**src/rtl/coef_ldr_pkg.sv**
```systemverilog
package coef_ldr_pkg;
    typedef enum logic {
        PH_FETCH = 1'b0,
        PH_IDLE  = 1'b1
    } phase_e;

    localparam int LEN_CODE_W = 2;
endpackage

```
**src/rtl/coef_slot_timer.sv**
```systemverilog
module coef_slot_timer #(
    parameter int SLOT_CYC = 4
) (
    input  logic clk,
    input  logic rst_n,
    input  logic run_en,
    output logic slot_last
);
    localparam int CW = (SLOT_CYC > 2) ? $clog2(SLOT_CYC) : 1;
    localparam logic [CW-1:0] LAST = CW'(SLOT_CYC - 1);

    logic [CW-1:0] cnt_d, cnt_q;

    always_comb begin
        cnt_d = cnt_q;
        if (run_en) begin
            cnt_d = (cnt_q == LAST) ? '0 : cnt_q + 1'b1;
        end
    end

    always_ff @(posedge clk or negedge rst_n) begin
        if (!rst_n) cnt_q <= '0;
        else        cnt_q <= cnt_d;
    end

    assign slot_last = run_en && (cnt_q == LAST);
endmodule

```
**src/rtl/coef_byte_stager.sv**
```systemverilog
module coef_byte_stager #(
    parameter int BYTE_W = 8
) (
    input  logic              clk,
    input  logic              rst_n,
    input  logic              cap,
    input  logic [BYTE_W-1:0] byte_in,
    output logic [BYTE_W-1:0] staged
);
    logic [BYTE_W-1:0] stage_d, stage_q;

    always_comb begin
        stage_d = stage_q;
        if (cap) stage_d = byte_in;
    end

    always_ff @(posedge clk or negedge rst_n) begin
        if (!rst_n) stage_q <= '0;
        else        stage_q <= stage_d;
    end

    assign staged = stage_q;
endmodule

```
**src/rtl/coef_len_decode.sv**
```systemverilog
module coef_len_decode import coef_ldr_pkg::*; #(
    parameter int ADDR_W = 8
) (
    input  logic [LEN_CODE_W-1:0] len_code,
    output logic [ADDR_W-1:0]     last_idx
);
    localparam int BYTE_SPAN = 1 << ADDR_W;

    always_comb begin
        case (len_code)
            2'b00:   last_idx = ADDR_W'((BYTE_SPAN >> 2) - 1);
            2'b01:   last_idx = ADDR_W'((BYTE_SPAN >> 1) - 1);
            default: last_idx = ADDR_W'(BYTE_SPAN - 1);
        endcase
    end
endmodule

```
**src/rtl/coef_rom_loader.sv**
```systemverilog
module coef_rom_loader import coef_ldr_pkg::*; #(
    parameter int ADDR_W   = 8,
    parameter int BLK_W    = 4,
    parameter int WORD_W   = 16,
    parameter int SLOT_CYC = 4,
    parameter int LEN_LSB  = 13
) (
    input  logic                clk,
    input  logic                rst_n,
    input  logic [BLK_W-1:0]    slave_count,
    input  logic [WORD_W/2-1:0] rom_data,
    input  logic                fen,
    input  logic                free_run,
    output logic [ADDR_W-1:0]   rom_addr,
    output logic                ctl_sel,
    output logic [BLK_W-1:0]    blk_addr,
    output logic                slave_we,
    output logic                busy,
    output logic [WORD_W-1:0]   ctrl_reg,
    output logic                coef_we,
    output logic [ADDR_W-2:0]   coef_waddr,
    output logic [WORD_W-1:0]   coef_wdata,
    output logic                run
);
    localparam int BYTE_W  = WORD_W / 2;
    localparam int LEN_POS = LEN_LSB - BYTE_W;

    typedef struct packed {
        phase_e              phase;
        logic [BLK_W-1:0]    blk;
        logic                ctl;
        logic [ADDR_W-1:0]   idx;
        logic [ADDR_W-1:0]   last;
        logic                busy;
        logic                run;
        logic                fen_prev;
        logic [WORD_W-1:0]   ctrl;
        logic                cwe;
        logic [ADDR_W-2:0]   cwaddr;
        logic [WORD_W-1:0]   cwdata;
    } st_t;

    localparam st_t ST_RESET = '{
        phase: PH_FETCH, blk: '0, ctl: 1'b1, idx: '0, last: '0,
        busy: 1'b1, run: 1'b0, fen_prev: 1'b0, ctrl: '0,
        cwe: 1'b0, cwaddr: '0, cwdata: '0
    };

    st_t q, d;
    logic slot_last;
    logic cap_lo;
    logic [BYTE_W-1:0] staged;
    logic [ADDR_W-1:0] last_dec;
    logic [WORD_W-1:0] word;

    coef_slot_timer #(.SLOT_CYC(SLOT_CYC)) u_timer (
        .clk       (clk),
        .rst_n     (rst_n),
        .run_en    (q.busy),
        .slot_last (slot_last)
    );

    assign cap_lo = (q.phase == PH_FETCH) && slot_last && !q.idx[0];

    coef_byte_stager #(.BYTE_W(BYTE_W)) u_stage (
        .clk     (clk),
        .rst_n   (rst_n),
        .cap     (cap_lo),
        .byte_in (rom_data),
        .staged  (staged)
    );

    coef_len_decode #(.ADDR_W(ADDR_W)) u_len (
        .len_code (rom_data[LEN_POS +: LEN_CODE_W]),
        .last_idx (last_dec)
    );

    assign word = {rom_data, staged};

    always_comb begin
        d          = q;
        d.cwe      = 1'b0;
        d.fen_prev = fen;
        if (q.phase == PH_FETCH) begin
            if (slot_last) begin
                if (q.ctl) begin
                    if (q.idx[0]) begin
                        if (q.blk == '0) d.ctrl = word;
                        d.last = last_dec;
                        d.ctl  = 1'b0;
                        d.idx  = '0;
                    end else begin
                        d.idx = q.idx + 1'b1;
                    end
                end else begin
                    if (q.idx[0] && q.blk == '0) begin
                        d.cwe    = 1'b1;
                        d.cwaddr = q.idx[ADDR_W-1:1];
                        d.cwdata = word;
                    end
                    if (q.idx == q.last) begin
                        if (q.blk == slave_count) begin
                            d.phase = PH_IDLE;
                            d.busy  = 1'b0;
                        end else begin
                            d.blk = q.blk + 1'b1;
                            d.ctl = 1'b1;
                            d.idx = '0;
                        end
                    end else begin
                        d.idx = q.idx + 1'b1;
                    end
                end
            end
        end else begin
            if (!q.run && (free_run || (fen && !q.fen_prev))) d.run = 1'b1;
        end
    end

    always_ff @(posedge clk or negedge rst_n) begin
        if (!rst_n) q <= ST_RESET;
        else        q <= d;
    end

    assign rom_addr   = q.idx;
    assign ctl_sel    = q.ctl;
    assign blk_addr   = q.blk;
    assign busy       = q.busy;
    assign slave_we   = slot_last && (q.blk != '0);
    assign ctrl_reg   = q.ctrl;
    assign coef_we    = q.cwe;
    assign coef_waddr = q.cwaddr;
    assign coef_wdata = q.cwdata;
    assign run        = q.run;
endmodule

```
**config.mk**
```make
export PLATFORM = sky130hd
export DESIGN_NAME = coef_rom_loader
export DESIGN_NICKNAME = d
export VERILOG_FILES = /design/src/rtl/coef_ldr_pkg.sv /design/src/rtl/coef_slot_timer.sv /design/src/rtl/coef_byte_stager.sv /design/src/rtl/coef_len_decode.sv /design/src/rtl/coef_rom_loader.sv
export SDC_FILE = /design/constraint.sdc
export NUM_CORES = 1
export LEC_CHECK = 0
export BUFFER_PORTS_ARGS = -buffer_cell sky130_fd_sc_hd__buf_2
export CELL_PAD_IN_SITES_DETAIL_PLACEMENT = 0
export CELL_PAD_IN_SITES_GLOBAL_PLACEMENT = 1
export CORE_ASPECT_RATIO = 0.6
export CORE_UTILIZATION = 43
export DETAILED_ROUTE_END_ITERATION = 8
export PLACE_DENSITY_LB_ADDON = 0.2
export SETUP_SLACK_MARGIN = 0.4
export SLEW_MARGIN = 15
export SYNTH_ARGS = -nofsm -noshare
export SYNTH_HDL_FRONTEND = slang
export SYNTH_SLANG_ARGS = --single-unit
export TNS_END_PERCENT = 100
```
**constraint.sdc**
```tcl
create_clock -name clk -period 2.8 [get_ports clk]
set_input_delay 0.42 -clock clk [delete_from_list [all_inputs] [get_ports clk]]
set_output_delay 0.42 -clock clk [all_outputs]
set_load 0.01 [all_outputs]
```
======== Word level (Yosys, flattened, before mapping) ========
Index checks and enable logic that the tools add are counted.
storage, ports and cells
  word-level logic and storage cells ...... 68
  output and inout port bits .............. 56
  input port bits ......................... 16
  register bits after elaboration ......... 75
operators by class
  mux-type cells .......................... 21
  equal/unequal tests ..................... 5
  bitwise gates (word level) .............. 3
  add/subtract/negate cells ............... 3
  reduce and logical (&&, ||, !) cells .... 22
operators by type and width
  operator                                       count
  2-to-1 mux 24 bit                              4
  2-to-1 mux 23 bit                              2
  2-to-1 mux 8 bit                               4
  case mux 8 bit (2 select lines)                1
  AND reduction 5 bit                            3
  2-to-1 mux 13 bit                              1
  2-to-1 mux 9 bit                               1
  adder 8 x 1 -> 8 bit (second input constant)   1
  equality test 8 bit                            1
  AND reduction 4 bit                            2
  logical AND 1 bit                              7
  2-to-1 mux 6 bit                               1
  2-to-1 mux 1 bit                               5
  2-to-1 mux 5 bit                               1
  adder 4 x 1 -> 4 bit (second input constant)   1
  equality test 4 bit                            1
  zero test 4 bit                                1
  AND reduction 2 bit                            2
  nonzero test 4 bit                             1
  zero test 1 bit                                3
  inequality test 3 bit (second input constant)  1
  inverter 1 bit                                 3
  AND reduction 3 bit                            1
  adder 2 x 1 -> 2 bit (second input constant)   1
  5 further kinds                                5

======== Longest topological paths before layout ========
  depth in word-level cells ............... 6
  depth in mapped cells ................... 8
  depth with buffers taken out ............ 6

======== Hierarchy ========
A second synthesis with hierarchy kept.
unflattened totals
  cell total of the unflattened synthesis .. 298
  area, all modules ....................... 3744.8 um2
by module, submodules not included
  module            sequential area each (um2)  instances  cells each  area each (um2)
  coef_rom_loader   1629.1                      1          265         3253.1
  coef_byte_stager  200.2                       1          17          331.6
  coef_slot_timer   50.0                        1          7           101.3
  coef_len_decode   0.0                         1          9           58.8

======== Worst setup path before layout ========
No wires, ideal clock.
  path kind ............................... reg2reg
  start ................................... reg q, in the netlist rom_addr[3]
  end ..................................... reg q, in the netlist blk_addr[1]
  arrival time ............................ 2081 ps
  setup time .............................. 125 ps
  path slack .............................. 594 ps
  period minus slack after synthesis ...... 2206 ps
  cell stages (with the launch flop) ...... 6
  path buffers ............................ 1
  data required time ...................... 2675 ps
  path through ............................ dfrtp_1 -> or4_1 -> o22a_1 -> or4_1 -> buf_2 -> mux2_4
on the way
  cells in the longest elaborated chain, start to end .. 2
ends and longest elaborated chain
  what                           RTL line                source
  start, declared                coef_rom_loader.sv:49   st_t q, d;
  start signal, assigned         coef_rom_loader.sv:121  if (!rst_n) q <= ST_RESET;
  start signal, assigned         coef_rom_loader.sv:122  else q <= d;
  equality test 8 bit            coef_rom_loader.sv:101  if (q.idx == q.last) begin
  AND reduction 5 bit (no line)  n/a
Every way passes these cells.
A chain may end at the register's enable or synchronous reset.

======== Worst setup path after layout ========
Same ends and word-level chain as after synthesis.

==> impl_summary.md <==
Outcome
The flow ran to the end, and the final reports show no timing, DRC or antenna violations.

Floorplan
The die is 116 um wide. The initial core utilization is 0.452. The floorplan die height is 70.3 um. The core area is 7390 sq um. 72 I/O pins were placed.

The area of the die is ~8000 sq um. The number of standard-cell rows in the floorplan is 24.

Synth
Of the synthesized area, sequential elements account for 0.525. dfrtp_1 takes more of the synthesized area than any other cell. Synthesis instantiated 37 different standard cells from the library. The Yosys step of the flow raised 0 warnings. The most instantiated library cell after synthesis is dfrtp_1. Counting every instance in the synthesized netlist gives 273. The commonest cells after synthesis are dfrtp_1 (68), buf_4 (51), mux2_2 (51). In this run, synthesis inferred 0 flip-flops with an integrated enable. Counting flops and latches in the post-synthesis netlist gives 70. The number of nets in the synthesized netlist is 294.

The area of the mapped netlist is around 3300 sq um. The most used flip-flop cell after synthesis is dfrtp_1. In the post-synthesis netlist, the biggest area contributors are dfrtp_1 (51%), mux2_2 (17%), buf_4 (11%), ha_1 (1.9%), xnor2_1 (1.8%).

The share of synthesized area in the top cell type comes to 0.509. Each instance of the synthesized netlist takes up on average 12.2 sq um. The share of flip-flops with an asynchronous set or reset is 1.00.

STA
The fraction of the cycle the final worst path needs is 0.810. In this run the tightest slew margin relative to its limit is 0.417. The measured slew at the worst slew-check pin is around 0.87 ns. The routed design could run at a clock period as short as 2.27 ns. The count of endpoints failing setup in the final report is 0.

The setup TNS is 0 ns. The final-report hold violation count came to 0. The count of final max-slew check failures was 0. The final setup skew is around 0.0057 ns. Setup repair after global routing left no endpoint under its margin. For this run, the top clock speed supported by timing is 441 MHz.

Global route
Summed over all layers, the global routing overflow is 0. The initial antenna violation count is 0. Entering global routing, the biggest net connects slightly above 70 pins. The global routing usage on met2 is 0.202. The met3 layer usage reported by global route is 0.0530. The wire length of the first global-routing pass is 9530 um. The layer carrying the most global-route usage is met1. In the global route stage, overall resource usage came out at 0.158. The number of global-route vias before repair is around 1800. For this run, global-route usage on met1 was measured as 0.243.

Placed design
Routability-driven placement finished with a final weighted congestion of between 0.7 and 0.8. After detailed placement, the total cell area comes to 3460 sq um. The count of buffers inserted at the top-level ports is 71. The estimated wirelength of the detail-placed design is 4140 um.

Critical path
The peak fanout along the critical path is 9. The critical-path cell with the highest stage delay is or4_4. The critical path required time is 3.01 ns.

The critical path goes through or4_1 > o22a_1 > or4_4 > mux2_4. The type of the setup path with the least slack is reg2reg. The critical path startpoint category is a flop.

Data on the critical path arrives at its endpoint at between 2 and 2.5 ns. The kind of end point of the critical path is a flop. The critical path's largest stage delay is 0.58 ns.

Clock tree
The number of buffers created by CTS is 9. After clock tree synthesis, the repair step resized 0 gates. The maximum buffer depth of the clock tree is 2. The count of hold-fix buffers inserted at cts is 0. TritonCTS built the clock tree. The total clock sinks is 70. The clock insertion delay at the later pin of the skew report is around 0.32 ns. The root buffer cell chosen for the clock tree is clkbuf_16.

The number of setup buffers added after CTS is 0. The H-tree was split into 3 levels. Clock-pin slew was measured on the worst setup and hold paths at 0.05 ns.

Finish
Of the cells placed in the final design, the portion with a size suffix greater than 1 is 0.472. The number of antenna diodes in the final layout is 0. Compared with the post-synthesis result, the final layout area differs by 11.8%. For this run, the post-layout net count is 324.

The post-route core utilization is 0.505. The final instance area is 3730 sq um. The number of filler instances in the final layout is 704.

Power
The maximum vdd drop is ~0.33 mV. The cell area power density is approximately 570 nW/um^2. The cell leakage power is 0.00194 uW.

Job
The count of maximum capacitance violations is 0.

Drt
The total iterations of the first detailed-routing run is 4. The detailed-route DRC error count is 0. The average vias per placed instance is 4.83. After the first detailed-routing iteration, the DRC count stood at 89. The per-cell routed wire length is around 14 um. Detailed routing inserted a total of 1987 vias. The wire length after detailed routing is a little under 6000 um. The post-route antenna net violation count is 0.

Hold path
The min-delay analysis places its worst path in the category in2reg.
power breakdown:
part	leakage, uW	switching, uW	internal [uW]
Combinational	0.000897	44.1	30.7
Clock	0.000133	373	641
Sequential	0.000910	7.67	1030
Total	0.00194	424	1700
path summary, 6_finish.rpt:
path | cells after the start | slack, ns | endpoint | from
worst max register to register | 4 | 0.53 | blk_addr[1] | rom_addr[3]
worst min-delay path | 1 | 0.21 | q[40] | fen
min in group asynchronous | 2 | 0.29 | coef_wdata[4] | rst_n
max in group asynchronous | 2 | 1.93 | blk_addr[2] | rst_n
worst max-delay path | 4 | 0.53 | blk_addr[1] | rom_addr[3]
worst min register to register | 1 | 0.46 | run | run
metrics by stage:
step | setup slack (ns) | instances | total power, uW | hold WS, ns
floorplan | 0.594 | 273 | 1090 | 0.124
global placement | 0.478 | 396 | 1130 | 0.453
detailed placement | 0.449 | 396 | 1130 | 0.453
CTS | 0.433 | 411 | 2170 | 0.203
global route | 0.451 | 411 | 2210 | 0.204
finish | 0.533 | 411 | 2120 | 0.214
area by class of cell:
class / count / area (sq um) / share of cell area
clock buffers: 14 / 264 / 0.0707
repair buffers: 77 / 400 / 0.107
well taps: 104 / 130 / 0.0349
inverters: 6 / 22.5 / 0.00603
multi-input cells: 139 / 1160 / 0.310
clock inverters: 1 / 5.00 / 0.00134
flip-flops and latches: 70 / 1750 / 0.470
cells in the final DEF, fill, tap and decap left out, drive strengths merged, types with 5 or more instances in the layout:
cell type,synthesis,routed
xnor2,7,7
inv,6,6
clkbuf,5,14
dfrtp,68,68
o21ai,5,5
nand2,11,11
nor2,11,11
nand2b,5,5
mux2,52,52
buf,53,77
ha,5,5
nand3,8,8
routing by layer:
layer | part of all wire | up-vias
li1 | - | 949
met3 | 0.062 | 8
met4 | 0.011 | 0
met2 | 0.40 | 62
met5 | 0 | -
met1 | 0.53 | 968
worst max-delay path: cells and delay by family, from the launching register on:
kind	cells	cell delay (ns)
AND/OR/NAND/NOR	2	1.13
multiplexers	1	0.31
AO/OA/AOI/OAI	1	0.25
flip-flops	1	0.46
cells by family (layout without fill, tap and decap cells):
kind of cell,count (synthesis),after routing,share of synthesized area
and+or+nand+nor,50,50,0.0764
AOI/OAI and AO/OA,23,23,0.0502
xor gates and xnor gates,9,9,0.0236
buffers and inverters,64,98,0.130
adders and majority gates,5,5,0.0187
DFF,70,70,0.525
muxes,52,52,0.176
No activity file was read; power rests on OpenSTA's default activity.
